$ cat config.mk
export PLATFORM = sky130hd
export DESIGN_NAME = spdif_copy_patcher
export DESIGN_NICKNAME = d
export VERILOG_FILES = /design/src/rtl/spdif_copy_pkg.sv /design/src/rtl/spdif_copy_ctrl.sv /design/src/rtl/spdif_copy_dpath.sv /design/src/rtl/spdif_copy_patcher.sv
export SDC_FILE = /design/constraint.sdc
export NUM_CORES = 1
export LEC_CHECK = 0
export ABC_CLOCK_PERIOD_IN_PS = 2400
export BUFFER_PORTS_ARGS = -buffer_cell sky130_fd_sc_hd__clkbuf_2
export CORE_AREA = 2 2 49 56
export DETAILED_ROUTE_END_ITERATION = 16
export DIE_AREA = 0 0 51 58
export PLACE_DENSITY_LB_ADDON = 0.1
export SLEW_MARGIN = 20
export SYNTH_ARGS = -nofsm -noshare
export SYNTH_HDL_FRONTEND = slang
export SYNTH_SLANG_ARGS = --single-unit
$ cat constraint.sdc
create_clock -name clk -period 2.4 [get_ports clk]
set_input_delay 0.24 -clock clk [delete_from_list [all_inputs] [get_ports clk]]
set_output_delay 0.24 -clock clk [all_outputs]
set_load 0.02 [all_outputs]
$ cat src/rtl/spdif_copy_pkg.sv
package spdif_copy_pkg;
  // Strobes from control to datapath, valid only together with en.
  typedef struct packed {
    logic copyFirst;   // copy bit, first half present on dataIn
    logic copySecond;  // copy bit, second half present on dataIn
    logic parityFirst; // parity bit, first half present on dataIn
  } patch_ctl_t;
endpackage

$ cat src/rtl/spdif_copy_ctrl.sv
module spdif_copy_ctrl
  import spdif_copy_pkg::*;
#(
  parameter int SUB_HALVES = 64,
  parameter int PRE_HALVES = 8,
  parameter int COPY_BIT   = 30,
  parameter int PATCH_FRAME = 2
) (
  input  logic       clk,
  input  logic       rstN,
  input  logic       en,
  input  logic       zStrobe,
  input  logic       xStrobe,
  input  logic       yStrobe,
  output patch_ctl_t ctl
);
  localparam int POS_W    = $clog2(SUB_HALVES);
  localparam int PATCH_SF = 2 * PATCH_FRAME;
  localparam int LAST_SF  = PATCH_SF + 1;
  localparam int SF_W     = $clog2(LAST_SF + 1);
  localparam logic [POS_W-1:0] PRE_END  = POS_W'(PRE_HALVES - 1);
  localparam logic [POS_W-1:0] LAST_POS = POS_W'(SUB_HALVES - 1);
  localparam logic [POS_W-1:0] COPY_A   = POS_W'(2 * COPY_BIT);
  localparam logic [POS_W-1:0] COPY_B   = POS_W'(2 * COPY_BIT + 1);
  localparam logic [POS_W-1:0] PAR_A    = POS_W'(2 * COPY_BIT + 2);

  typedef enum logic {ST_IDLE, ST_TRACK} track_t;

  track_t           state;
  logic [POS_W-1:0] pos;     // index of the last accepted half-bit
  logic [SF_W-1:0]  sfIdx;   // subframe count since Z
  logic [POS_W-1:0] curPos;  // index of the half-bit on dataIn now
  logic [SF_W-1:0]  nextSf;
  logic             slotOk;
  logic             inPatch;

  always_comb begin
    curPos  = (pos == LAST_POS) ? '0 : pos + POS_W'(1);
    nextSf  = sfIdx + SF_W'(1);
    slotOk  = nextSf[0] ? yStrobe : xStrobe;
    inPatch = (state == ST_TRACK) &&
              (sfIdx == SF_W'(PATCH_SF) || sfIdx == SF_W'(LAST_SF));
    ctl.copyFirst   = en && inPatch && !zStrobe && curPos == COPY_A;
    ctl.copySecond  = en && inPatch && !zStrobe && curPos == COPY_B;
    ctl.parityFirst = en && inPatch && !zStrobe && curPos == PAR_A;
  end

  always_ff @(posedge clk) begin
    if (!rstN) begin
      state <= ST_IDLE;
      pos   <= '0;
      sfIdx <= '0;
    end else if (en) begin
      if (zStrobe) begin
        state <= ST_TRACK;
        pos   <= PRE_END;
        sfIdx <= '0;
      end else if (state == ST_TRACK) begin
        pos <= curPos;
        if (curPos == PRE_END) begin
          if (slotOk) sfIdx <= nextSf;
          else        state <= ST_IDLE;
        end
        if (curPos == LAST_POS && sfIdx == SF_W'(LAST_SF)) state <= ST_IDLE;
      end
    end
  end

  // at most one patch strobe per cycle
  p_one_strobe_r3: assert property (@(posedge clk) disable iff (!rstN)
    $onehot0({ctl.copyFirst, ctl.copySecond, ctl.parityFirst}));
endmodule

$ cat src/rtl/spdif_copy_dpath.sv
module spdif_copy_dpath
  import spdif_copy_pkg::*;
(
  input  logic       clk,
  input  logic       rstN,
  input  logic       en,
  input  logic       dataIn,
  input  patch_ctl_t ctl,
  output logic       dataOut
);
  logic prevIn;        // last accepted input half-bit
  logic pairOk;        // user second half differs from copy first half
  logic parityPending; // copy was rewritten, parity first half next
  logic copyFix;
  logic flip;

  always_comb begin
    copyFix = ctl.copySecond && pairOk && (dataIn == prevIn);
    flip    = copyFix || (ctl.parityFirst && parityPending);
  end

  always_ff @(posedge clk) begin
    if (!rstN) begin
      dataOut       <= 1'b0;
      prevIn        <= 1'b0;
      pairOk        <= 1'b0;
      parityPending <= 1'b0;
    end else if (en) begin
      dataOut       <= dataIn ^ flip;
      prevIn        <= dataIn;
      parityPending <= copyFix;
      if (ctl.copyFirst) pairOk <= (dataIn != prevIn);
    end
  end

  // plain pass-through outside patch slots
  p_pass_r1: assert property (@(posedge clk) disable iff (!rstN)
    (en && !ctl.copySecond && !ctl.parityFirst) |=> dataOut == $past(dataIn));
  // output frozen while disabled
  p_hold_r2: assert property (@(posedge clk) disable iff (!rstN)
    !en |=> $stable(dataOut));
  // first copy half never altered
  p_copy_first_r4: assert property (@(posedge clk) disable iff (!rstN)
    (en && ctl.copyFirst) |=> dataOut == $past(dataIn));
  // with a valid pair, emitted copy halves always differ
  p_copy_one_r5: assert property (@(posedge clk) disable iff (!rstN)
    (en && ctl.copySecond && pairOk) |=> dataOut != $past(dataOut));
  // pending parity repair inverts the parity first half
  p_parity_fix_r7: assert property (@(posedge clk) disable iff (!rstN)
    (en && ctl.parityFirst && parityPending) |=> dataOut != $past(dataIn));
endmodule

$ cat src/rtl/spdif_copy_patcher.sv
module spdif_copy_patcher
  import spdif_copy_pkg::*;
#(
  parameter int SUB_HALVES  = 64,
  parameter int PRE_HALVES  = 8,
  parameter int COPY_BIT    = 30,
  parameter int PATCH_FRAME = 2
) (
  input  logic clk,
  input  logic rstN,
  input  logic en,
  input  logic dataIn,
  input  logic zStrobe,
  input  logic xStrobe,
  input  logic yStrobe,
  output logic dataOut
);
  patch_ctl_t ctl;

  spdif_copy_ctrl #(
    .SUB_HALVES(SUB_HALVES), .PRE_HALVES(PRE_HALVES),
    .COPY_BIT(COPY_BIT), .PATCH_FRAME(PATCH_FRAME)
  ) ctrl_i (
    .clk(clk), .rstN(rstN), .en(en),
    .zStrobe(zStrobe), .xStrobe(xStrobe), .yStrobe(yStrobe),
    .ctl(ctl)
  );

  spdif_copy_dpath dpath_i (
    .clk(clk), .rstN(rstN), .en(en), .dataIn(dataIn),
    .ctl(ctl), .dataOut(dataOut)
  );
endmodule

==> run metrics <==
post-synth top area cell dfxtp_1; max-cap check violation count 0; clk_skew 0.000430 ns; CP Data Arrival Time 2.19 ns; Peak VDD IR 0.239 mV; Sw Ratio 28.4%; H-tree levels 1; Synth Flop Type dfxtp_1; Peak Freq 0.509 GHz; CTS clk-pin slew, worst paths 0.10 ns; I/O Buffers 7; Chip Width 51 um; Critical Path RT 2.63 ns; max-slew violations 0; nets 129; Slew @ Worst Pin 0.395 ns; top-count cell post-synth dfxtp_1; clock sink count 14; Hold WC Path Type input pin to register; Starting DRT DRC Count 15; slowest cell on the critical path dfxtp_1; delay-heaviest family, CP simple AND/OR/NAND/NOR gates; Synth Net Count 122; Yosys cell types 39; DR vias/cell 5.51; yosys warns 0; Die Y-Extent 58 um; hold path cells 3; Antenna Nets Post-Route 0; Final TNS setup 0 ns; synth top area cells dfxtp_1 (30%), ha_1 (9.5%), o21ai_0 (3.8%); r2r setup slk 0.43 ns; combinational group share of total power 12.7%; total power 499 uW; pin count of the biggest net entering global routing 15; #FFs+latches synth 14; crit-path cells ha_1 > xor2_1 > and3_1 > nand3_2 > or3_1 > a21boi_1; first-pass GRT wire length 3570 um; I/O pin count 8; Post-DP HPWL 1550 um; fin crit share 81.9%; Synth top area share 30.3%; routed via count 799; hold path endpoint dpath_i.prevIn; Root Buffer clkbuf_4; Clock Latency Late Sink 0.29 ns; crit path time final 1.97 ns; Lkg Pwr 0.395 nW; post_cts resized 0; Hold Startpoint dataIn; drt drc 0; critical path class register to register; CTS max path bufs 2; Placer Congestion 0.823; Core Region 2400 um2; count of final hold-check violations 0; Setup crit start kind register; Async S/R FF share, synth 0%; Setup Viol. Count Final 0; GRT overflow 0; R2R cell count 6; Pint 357 uW; Relative slew margins 73.4%; outcome complete, no violations; total track usage 16.4%; vias in the first global route 743; Starting Density 38.6%; WP buf/inv 0; die area 2960 um2; syn avg cell area 8.57 um2; CTS tree built; ant diodes 0; row cnt 19; crit path capture type register; Seq pwr share 50.6%; Post-Syn Area 926 um2; wire per inst 14.5 um; Pre-antenna DRT Iters 5; sequential share of the synthesized area 30.3%; RSZ-0062 raised after global routing no; reg2reg end ctrl_i.sfIdx[0]; initial antenna violation count 0; worst reg2reg path startpoint ctrl_i.pos[0]; Post-synth EDFFs 0; Post-synth top cells dfxtp_1 (14), ha_1 (7), inv_1 (7), o21ai_0 (7); Area Overhead vs Synth 8.11%; pwr/cell area 498 nW/um2; Max FO, Critical Path 8; switching power 142 uW; Cells after Synth 108; hold buffers post-CTS 0; post-CTS setup buffers 0; Clk network pwr share 36.7%; CTS Buf Count 3; final wirelength 2100 um; fraction of layout cells with a size suffix above 1 13.2%; max incr delay on CP 0.48 ns
-- layout make-up --
| type | count | area [um2] |
|---|---|---|
| Fill cell | 259 | 1400 |
| Sequential cell | 14 | 280 |
| Inverter | 7 | 26.3 |
| Tap cell | 31 | 38.8 |
| Multi-Input combinational cell | 82 | 584 |
| Timing Repair Buffer | 7 | 35.0 |
| Clock buffer | 4 | 36.3 |
-- per-stage QoR --
stage | instances | setup slack [ns] | hold WS [ns] | util [%] | area [um2]
3_5_place_dp | 141 | 0.479 | 0.524 | 40.2 | 965
6_report | 145 | 0.435 | 0.257 | 41.7 | 1000
5_1_grt | 145 | 0.243 | 0.304 | 41.7 | 1000
2_1_floorplan | 108 | 0.667 | 0.378 | - | 926
3_3_place_gp | 141 | 0.551 | 0.525 | 40.2 | 965
4_1_cts | 145 | 0.452 | 0.254 | 41.7 | 1000
-- state kept, by name (all words and copies together) (netlist names) --
register	count
ctrl_i.pos	6
ctrl_i.sfIdx	3
ctrl_i.state	1
dpath_i.dataOut	1
dpath_i.pairOk	1
dpath_i.parityPending	1
dpath_i.prevIn	1
-- power groups by stage --
| stage | Sequential, mW | Clock, mW | Combinational (mW) |
|---|---|---|---|
| 3_3_place_gp | 0.256 | 0 | 0.0643 |
| 2_1_floorplan | 0.254 | 0 | 0.0486 |
| 6_report | 0.252 | 0.183 | 0.0633 |
| 5_1_grt | 0.254 | 0.197 | 0.0738 |
| 3_5_place_dp | 0.258 | 0 | 0.0635 |
| 4_1_cts | 0.252 | 0.186 | 0.0640 |
-- how the worst max path moves through the flow --
stage | from | end | slack, ns | cells past startpoint
after floorplan | ctrl_i.pos[0] | ctrl_i.sfIdx[0] | 0.67 | 7
after global placement | ctrl_i.pos[0] | ctrl_i.sfIdx[0] | 0.55 | 6
after detailed placement | ctrl_i.pos[0] | ctrl_i.sfIdx[1] | 0.48 | 6
after CTS | ctrl_i.pos[0] | ctrl_i.sfIdx[0] | 0.45 | 6
after global routing | ctrl_i.pos[0] | ctrl_i.sfIdx[0] | 0.24 | 6
final | ctrl_i.pos[0] | ctrl_i.sfIdx[0] | 0.43 | 6
-- per-layer routing --
layer	track usage [%]	share of wire [%]	up-vias	wire, um
met4	9.27	2.1	0	45
met1	21.4	48	376	1000
li1	-	-	403	-
met2	26.0	48	14	1010
met3	2.32	2.3	6	48
met5	0	0	-	0
-- kinds of logic after synthesis --
| group | count (synthesis) | synth area share (%) |
|---|---|---|
| buf+inv | 12 | 6.62 |
| mux | 2 | 2.16 |
| simple gates | 39 | 24.6 |
| fa+ha+maj | 7 | 9.46 |
| compound gates | 29 | 21.4 |
| xor+xnor | 5 | 5.54 |
| flops | 14 | 30.3 |
-- placed cells by master (no fill, tap or decap), types with 4 or more instances in the layout --
master / n
dfxtp_1: 14
inv_1: 7
o21ai_0: 7
ha_1: 7
clkbuf_2: 7
nand2_1: 6
nand3_1: 6
nor2_1: 4
a21oi_1: 4
nor2b_1: 4
and3_1: 4
-- tightest hold or removal path: cells and delay by family --
family,cells,cell delay (ns)
and+or+nand+nor,1,0.10
buffers and inverters,1,0.11
muxes,1,0.07
Note: power is estimated with default switching activity, not from simulation.
